`config.mk`:
```
export PLATFORM = sky130hd
export DESIGN_NAME = strobed_port_ctrl
export DESIGN_NICKNAME = d
export VERILOG_FILES = /design/src/rtl/hs_pkg.sv /design/src/rtl/hs_sync_edge.sv /design/src/rtl/hs_in_path.sv /design/src/rtl/hs_out_path.sv /design/src/rtl/strobed_port_ctrl.sv
export SDC_FILE = /design/constraint.sdc
export NUM_CORES = 1
export LEC_CHECK = 0
export BUFFER_PORTS_ARGS = -buffer_cell sky130_fd_sc_hd__buf_4
export CAP_MARGIN = 40
export CORE_MARGIN = 1.5
export CORE_UTILIZATION = 41
export CTS_BUF_LIST = sky130_fd_sc_hd__clkbuf_4
export CTS_CLUSTER_DIAMETER = 60
export DETAILED_ROUTE_END_ITERATION = 10
export PLACE_DENSITY = 0.75
export REMOVE_ABC_BUFFERS = 1
export SLEW_MARGIN = 25
export SYNTH_ARGS = -nofsm -noshare
export SYNTH_HDL_FRONTEND = slang
export SYNTH_SLANG_ARGS = --single-unit
export TNS_END_PERCENT = 5
```
`constraint.sdc`:
```
create_clock -name clk -period 1.23 [get_ports clk]
set_input_delay 0.0615 -clock clk [delete_from_list [all_inputs] [get_ports clk]]
set_output_delay 0.0615 -clock clk [all_outputs]
set_load 0.01 [all_outputs]
```
`src/rtl/hs_pkg.sv`:
```
package hs_pkg;

  typedef enum logic [1:0] {
    HS_IN    = 2'b00,
    HS_OUT   = 2'b01,
    HS_BIDIR = 2'b10,
    HS_IN2   = 2'b11
  } hs_mode_e;

  function automatic hs_mode_e eff_mode(input logic [1:0] m, input bit bidir_ok);
    case (m)
      2'b01:   return HS_OUT;
      2'b10:   return bidir_ok ? HS_BIDIR : HS_OUT;
      default: return HS_IN;
    endcase
  endfunction

  function automatic logic in_active(input hs_mode_e m);
    return (m == HS_IN) || (m == HS_BIDIR);
  endfunction

  function automatic logic out_active(input hs_mode_e m);
    return (m == HS_OUT) || (m == HS_BIDIR);
  endfunction

  // set has priority over clear
  function automatic logic flag_next(input logic cur, input logic set, input logic clr);
    return set | (cur & ~clr);
  endfunction

  // active-low full flag: a write empties nothing, it fills; ack empties
  function automatic logic obf_n_next(input logic cur, input logic wr, input logic ack_fall);
    if (wr) return 1'b0;
    if (ack_fall) return 1'b1;
    return cur;
  endfunction

endpackage

```
`src/rtl/hs_sync_edge.sv`:
```
module hs_sync_edge #(
  parameter int STAGES = 2
) (
  input  logic clk,
  input  logic rst_n,
  input  logic din_n,
  output logic fall,
  output logic rise
);
  logic [STAGES-1:0] chain;
  logic              prev;

  always_ff @(posedge clk) begin
    if (!rst_n) begin
      chain <= '1;
      prev  <= 1'b1;
    end else begin
      chain <= {chain[STAGES-2:0], din_n};
      prev  <= chain[STAGES-1];
    end
  end

  assign fall = prev & ~chain[STAGES-1];
  assign rise = ~prev & chain[STAGES-1];
endmodule

```
`src/rtl/hs_in_path.sv`:
```
module hs_in_path import hs_pkg::*; #(
  parameter int DATA_W = 8
) (
  input  logic              clk,
  input  logic              rst_n,
  input  logic              en,
  input  logic              int_en,
  input  logic              stb_fall,
  input  logic              stb_rise,
  input  logic              rd,
  input  logic [DATA_W-1:0] pins,
  output logic [DATA_W-1:0] latch_q,
  output logic              ibf_q,
  output logic              intr_q
);
  logic load, clr, set_int;

  assign load    = en & stb_fall;
  assign clr     = en & rd;
  assign set_int = en & stb_rise & ibf_q & int_en;

  always_ff @(posedge clk) begin
    if (!rst_n) begin
      latch_q <= '0;
      ibf_q   <= 1'b0;
      intr_q  <= 1'b0;
    end else begin
      if (load) latch_q <= pins;
      ibf_q  <= flag_next(ibf_q, load, clr);
      intr_q <= flag_next(intr_q, set_int, clr);
    end
  end
endmodule

```
`src/rtl/hs_out_path.sv`:
```
module hs_out_path import hs_pkg::*; #(
  parameter int DATA_W = 8
) (
  input  logic              clk,
  input  logic              rst_n,
  input  logic              en,
  input  logic              int_en,
  input  logic              ack_fall,
  input  logic              ack_rise,
  input  logic              wr,
  input  logic [DATA_W-1:0] wdata,
  output logic [DATA_W-1:0] latch_q,
  output logic              obf_n_q,
  output logic              intr_q
);
  logic do_wr, set_int;

  assign do_wr   = en & wr;
  assign set_int = en & ack_rise & obf_n_q & int_en;

  always_ff @(posedge clk) begin
    if (!rst_n) begin
      latch_q <= '0;
      obf_n_q <= 1'b1;
      intr_q  <= 1'b0;
    end else begin
      if (do_wr) latch_q <= wdata;
      obf_n_q <= obf_n_next(obf_n_q, do_wr, en & ack_fall);
      intr_q  <= flag_next(intr_q, set_int, do_wr);
    end
  end
endmodule

```
`src/rtl/strobed_port_ctrl.sv`:
```
module strobed_port_ctrl import hs_pkg::*; #(
  parameter int DATA_W      = 8,
  parameter int SYNC_STAGES = 2,
  parameter bit BIDIR_EN    = 1'b1
) (
  input  logic              clk,
  input  logic              rst_n,
  input  logic [1:0]        mode,
  input  logic              int_en,
  input  logic              cpu_wr,
  input  logic [DATA_W-1:0] cpu_wdata,
  input  logic              cpu_rd,
  output logic [DATA_W-1:0] cpu_rdata,
  input  logic [DATA_W-1:0] pin_in,
  output logic [DATA_W-1:0] pin_out,
  output logic              pin_oe,
  input  logic              stb_n,
  input  logic              ack_n,
  output logic              ibf,
  output logic              obf_n,
  output logic              intr
);
  hs_mode_e mode_eff;
  logic     in_en, out_en;
  logic     stb_fall, stb_rise, ack_fall, ack_rise;
  logic     intr_in, intr_out;

  assign mode_eff = eff_mode(mode, BIDIR_EN);
  assign in_en    = in_active(mode_eff);
  assign out_en   = out_active(mode_eff);

  hs_sync_edge #(.STAGES(SYNC_STAGES)) u_stb (
    .clk(clk), .rst_n(rst_n), .din_n(stb_n), .fall(stb_fall), .rise(stb_rise));

  hs_sync_edge #(.STAGES(SYNC_STAGES)) u_ack (
    .clk(clk), .rst_n(rst_n), .din_n(ack_n), .fall(ack_fall), .rise(ack_rise));

  hs_in_path #(.DATA_W(DATA_W)) u_in (
    .clk(clk), .rst_n(rst_n), .en(in_en), .int_en(int_en),
    .stb_fall(stb_fall), .stb_rise(stb_rise), .rd(cpu_rd), .pins(pin_in),
    .latch_q(cpu_rdata), .ibf_q(ibf), .intr_q(intr_in));

  hs_out_path #(.DATA_W(DATA_W)) u_out (
    .clk(clk), .rst_n(rst_n), .en(out_en), .int_en(int_en),
    .ack_fall(ack_fall), .ack_rise(ack_rise), .wr(cpu_wr), .wdata(cpu_wdata),
    .latch_q(pin_out), .obf_n_q(obf_n), .intr_q(intr_out));

  always_comb begin
    case (mode_eff)
      HS_OUT:   pin_oe = 1'b1;
      HS_BIDIR: pin_oe = ~ack_n;
      default:  pin_oe = 1'b0;
    endcase
  end

  assign intr = (in_en & intr_in) | (out_en & intr_out);
endmodule

```
# Word level (Yosys, flattened, before mapping)
# Index checks and enable logic that the tools add are counted.
[op_classes] n_eq_ne=4 muxes=11 bitwise=30 reduce_logical=4
[ops] operator="AND 1 bit" n=19
[ops] operator="2-to-1 mux 1 bit" n=9
[ops] operator="NOT 1 bit" n=7
[ops] operator="== test 2 x 1 -> 1 bit, second input constant" n=2
[ops] operator="== test 2 bit, second input constant" n=2
[ops] operator="bitwise OR 1 bit" n=4
[ops] operator="case mux 2 bit (2 select lines)" n=1
[ops] operator="zero test 2 bit" n=1
[ops] operator="logical OR 1 bit" n=2
[ops] operator="case mux 1 bit (2 select lines)" n=1
[ops] operator="nonzero test 2 bit" n=1
[totals] regBits=26 inputBits=25 output_inout_bits=20 wordCells=59

# Logic depth before layout (Yosys ltp)
[logic_depth] depth_word=11 mapped_depth=6 mapped_depth_nobuf=5

# Modules after synthesis
# A second synthesis with hierarchy kept.
[unflattened] hier_cells=113 area_unflattened_um2=1132.3
[modules_own_cells] module="hs_in_path" n_inst=1 cells_each=44 area_per_inst_um2=454.2 seq_area_each_um2=200.2
[modules_own_cells] module="hs_out_path" n_inst=1 cells_each=44 area_per_inst_um2=435.4 seq_area_each_um2=200.2
[modules_own_cells] module="hs_sync_edge" n_inst=2 cells_each=8 area_per_inst_um2=91.3 seq_area_each_um2=60.1
[modules_own_cells] module="strobed_port_ctrl" n_inst=1 cells_each=9 area_per_inst_um2=60.1 seq_area_each_um2=0.0

# Worst setup path after synthesis
# No wires, ideal clock.
[synth_timing] path_type="input to register" startpoint="input port mode[0]" endpoint="register u_out.intr_q" setup_time_ns=0.118 arrival_ns=0.900 required_time_ns=1.112 slack_ns=0.212 cell_stages=6 n_path_buf=1 path_cell_list="inv_1 > ha_1 > nand2b_1 > buf_2 > a22oi_1 > nor2b_1"
[synth_via] elab_chain_cells=8 word_cells_on_any_way=13 cone_classes="eq/ne: 4; mux: 1; bitwise: 7; reduce/logical: 1"
[synth_lines] element="start: declaration" line="strobed_port_ctrl.sv:8" text="input logic [1:0] mode,"
[synth_lines] element="== test 2 bit / == test 2 x 1 -> 1 bit (equally long branches)" line="hs_pkg.sv:11" text="case (m)"
[synth_lines] element="case mux 2 bit (2 select lines) *" line="hs_pkg.sv:11"
[synth_lines] element="== test 2 x 1 -> 1 bit / == test 2 bit (equally long branches)" line="hs_pkg.sv:23" text="return (m == HS_OUT) || (m == HS_BIDIR);"
[synth_lines] element="logical OR 1 bit *" line="hs_pkg.sv:23"
[synth_lines] element="AND 1 bit, on equally long branches" line="hs_out_path.sv:19, hs_out_path.sv:18"
[synth_lines] element="AND 1 bit / NOT 1 bit (equally long branches)" line="hs_out_path.sv:19, hs_pkg.sv:28"
[synth_lines] element="AND 1 bit, on equally long branches" line="hs_out_path.sv:19, hs_pkg.sv:28"
[synth_lines] element="bitwise OR 1 bit *" line="hs_pkg.sv:28" text="return set | (cur & ~clr);"
[synth_lines] element="end signal: assignment" line="hs_out_path.sv:29" text="intr_q <= flag_next(intr_q, set_int, do_wr);"
[synth_lines] element="end: declaration" line="hs_out_path.sv:14" text="output logic intr_q"
# Mark *: on every way between the ends. The rest lies on a longest branch, timed or not.
# A chain may end at the register's enable or synchronous reset.

# Worst setup path in the final report
[layout_timing] startpoint="input port ack_n" endpoint="output port pin_oe"
[layout_via] elab_chain_cells=2
[layout_lines] element="start: declaration" line="strobed_port_ctrl.sv:18" text="input logic ack_n,"
[layout_lines] element="NOT 1 bit" line="strobed_port_ctrl.sv:51" text="HS_BIDIR: pin_oe = ~ack_n;"
[layout_lines] element="case mux 1 bit (2 select lines)" line="strobed_port_ctrl.sv:49" text="case (mode_eff)"
[layout_lines] element="end: declaration" line="strobed_port_ctrl.sv:16" text="output logic pin_oe,"
# No other way between the ends.

==> flow_metrics.env <==
export IMPL_status="complete, no violations"
export IMPL_mostFrequentLayoutCells="buf_4 (47), nand2_1 (26), dfxtp_1 (26), dlygate4sd3_1 (18), nand3_1 (10)"
export IMPL_gp_congestion=0.786
export IMPL_final_period_utilization=0.921
export IMPL_setup_tns_ps=0
export IMPL_synthesis_area_um2=997
export IMPL_synth_top_cell_area_share=0.522
export IMPL_start_util=0.442
export IMPL_r2r_start="u_stb.chain[1]"
export IMPL_die_width_um=52.3
export IMPL_seq_area_frac_synth=0.522
export IMPL_cts_sinks=26
export IMPL_path_max_fanout=2
export IMPL_firstDrtPassIters=5
export IMPL_fin_hold_ws_ps=36.7
export IMPL_min_period_ps=1130
export IMPL_viasPerCell=4.77
export IMPL_die_h_um=52.3
export IMPL_crit_start="ack_n"
export IMPL_rsz0062_at_grt="false"
export IMPL_ctsHoldBuffers=17
export IMPL_post_cts_resized=0
export IMPL_syn_area_per_cell_um2=8.82
export IMPL_final_max_slew_viol_count=0
export IMPL_grt_antenna_before_repair=0
export IMPL_max_cap_violations=0
export IMPL_async_flop_share=0
export IMPL_post_route_cells_drive_above_1_share=0.295
export IMPL_stdcell_count=204
export IMPL_clk_pin_slew_ps=130
export IMPL_multi_input_area_um2=408
export IMPL_ys_types=20
export IMPL_slowest_stage="dlygate4sd3_1"
export IMPL_nets=204
export IMPL_reg2regPathDepth=4
export IMPL_ys_top_cells_by_area="dfxtp_1 (52%), nand2_1 (9.8%), a21boi_0 (6.0%), nand3_1 (5.0%), o21ai_0 (4.5%)"
export IMPL_ios=45
export IMPL_maxSlewHeadroom=0.796
export IMPL_power_leakage_uw=0.000688
export IMPL_ys_warn_count=0
export IMPL_setup_slack_ps=97.3
export IMPL_setup_violations=0
export IMPL_clk_path_buf_depth=2
export IMPL_total_power_uw=1530
export IMPL_n_fill_cell=184
export IMPL_grt_first_pass_wirelength_um=4010
export IMPL_dp_cells=182
export IMPL_cellPowerDensity_nw_per_um2=978
export IMPL_area_growth_pct=57.0
export IMPL_grt_max_degree=36
export IMPL_seqCellArea_um2=520
export IMPL_grt_pass1_vias=969
export IMPL_drc=0
export IMPL_crit_path_end_kind="output port"
export IMPL_diodes=0
export IMPL_htree_levels=1
export IMPL_drt_iter0_drc=12
export IMPL_crit_chain="dlygate4sd3_1, buf_4, inv_1, a21oi_1, nor2_1, buf_4"
export IMPL_critPathMaxStageDelay_ps=540
export IMPL_clock_fmax_mhz=883
export IMPL_yosysTopAreaCell="dfxtp_1"
export IMPL_worstPathRequired_ps=1170
export IMPL_synth_edf_count=0
export IMPL_r2r_end="u_in.latch_q[7]"
export IMPL_vdd_drop_max_v=0.000717
export IMPL_critPathKind="in2out"
export IMPL_synth_cells=113
export IMPL_cts_tree="built"
export IMPL_fin_worst_skew_ps=2.67
export IMPL_place_ws_ps=82.4
export IMPL_ys_flop_type="dfxtp_1"
export IMPL_dpl_hpwl_um=1660
export IMPL_ff2ff_setup_slack_ps=200
export IMPL_mostFrequentLayoutCell="buf_4"
export IMPL_grt_usage=0.200
export IMPL_die_area_um2=2740
export IMPL_vias=973
export IMPL_path_common_cell="buf_4"
export IMPL_grt_overflow=0
export IMPL_setup_worst_path_start_class="input port"
export IMPL_synth_seq_cells=26
export IMPL_port_buffer_count=44
export IMPL_clock_latency_ps=310
export IMPL_antenna_left=0
export IMPL_num_rows=17
export IMPL_cts_root_buf="clkbuf_4"
export IMPL_finalWirelength_um=2450
export IMPL_cts_setup_buffers=0
export IMPL_hold_viol=0
export IMPL_critPathCapture="pin_oe"
export IMPL_avgRoutedWirePerCell_um=12.0
export IMPL_arrival_ps=1070
export IMPL_cts_buffers_inserted=3
export IMPL_core_area_um2=2250
export IMPL_worst_slew_pin_slew_ps=306
export IMPL_hp_class="in2reg"
## worst min-delay path by stage
stage | from | end | slack [ps] | cells past startpoint
floorplan | rst_n | u_ack.chain[0] | 120 | 1
global placement | stb_n | u_stb.chain[0] | 250 | 2
detailed placement | stb_n | u_stb.chain[0] | 260 | 2
CTS | cpu_wdata[0] | u_out.latch_q[0] | 3 | 3
global route | int_en | u_in.intr_q | 20 | 3
finish | int_en | u_in.intr_q | 40 | 3
## cells by family (layout without fill, tap and decap cells)
kind of cell | Yosys count | count (layout) | synth area share
buffers and inverters | 13 | 76 | 0.0690
and+or+nand+nor | 49 | 49 | 0.241
DFF | 26 | 26 | 0.522
adders and majority gates | 2 | 2 | 0.0251
AOI/OAI and AO/OA | 23 | 23 | 0.143
## stage by stage
stage / instance area (µm²) / utilization
2_1_floorplan: 951 / -
3_3_place_gp: 1360 / 0.603
3_5_place_dp: 1360 / 0.603
4_1_cts: 1560 / 0.690
5_1_grt: 1570 / 0.694
6_report: 1570 / 0.694
## synth_stat cells, drive strengths merged (3+ instances only)
master and instances:
buf 5, nand2b 6, dfxtp 26, a21oi 3, nand2 26, o21ai 9
a21boi 8, nand3 10, inv 6, nor2b 3
## final cells by class
cell class	count	area share
Inverter	6	0.0144
Clock inverter	1	0.00240
Timing Repair Buffer	66	0.353
Tap cell	28	0.0224
Clock buffer	3	0.0144
Multi-Input combinational cell	74	0.261
Sequential cell	26	0.333
## sequential cells by signal (all words and copies together) (netlist names)
register,cells
u_ack.chain,2
u_ack.prev,1
u_in.ibf_q,1
u_in.intr_q,1
u_in.latch_q,8
u_out.intr_q,1
u_out.latch_q,8
u_out.obf_n_q,1
u_stb.chain,2
u_stb.prev,1
## power breakdown
group / internal (µW) / leakage, µW / total, µW / switching, µW
clock network: 119 / 0.0000154 / 356 / 238
registers: 877 / 0.000212 / 896 / 19.1
logic: 167 / 0.000460 / 278 / 111
total: 1160 / 0.000688 / 1530 / 367
## critical path, delay by kind of cell
| kind | cells | cell delay [ps] |
|---|---|---|
| AOI/OAI and AO/OA | 1 | 60 |
| buffers and inverters | 4 | 860 |
| and+or+nand+nor | 1 | 90 |
## metal layers
metal	track usage	up-vias	wire length, µm
li1	-	497	-
met1	0.219	433	1020
met2	0.373	37	1270
met3	0.0429	6	111
met4	0.0726	0	53
met5	0	-	0
Power figures use the tool's default switching activity.
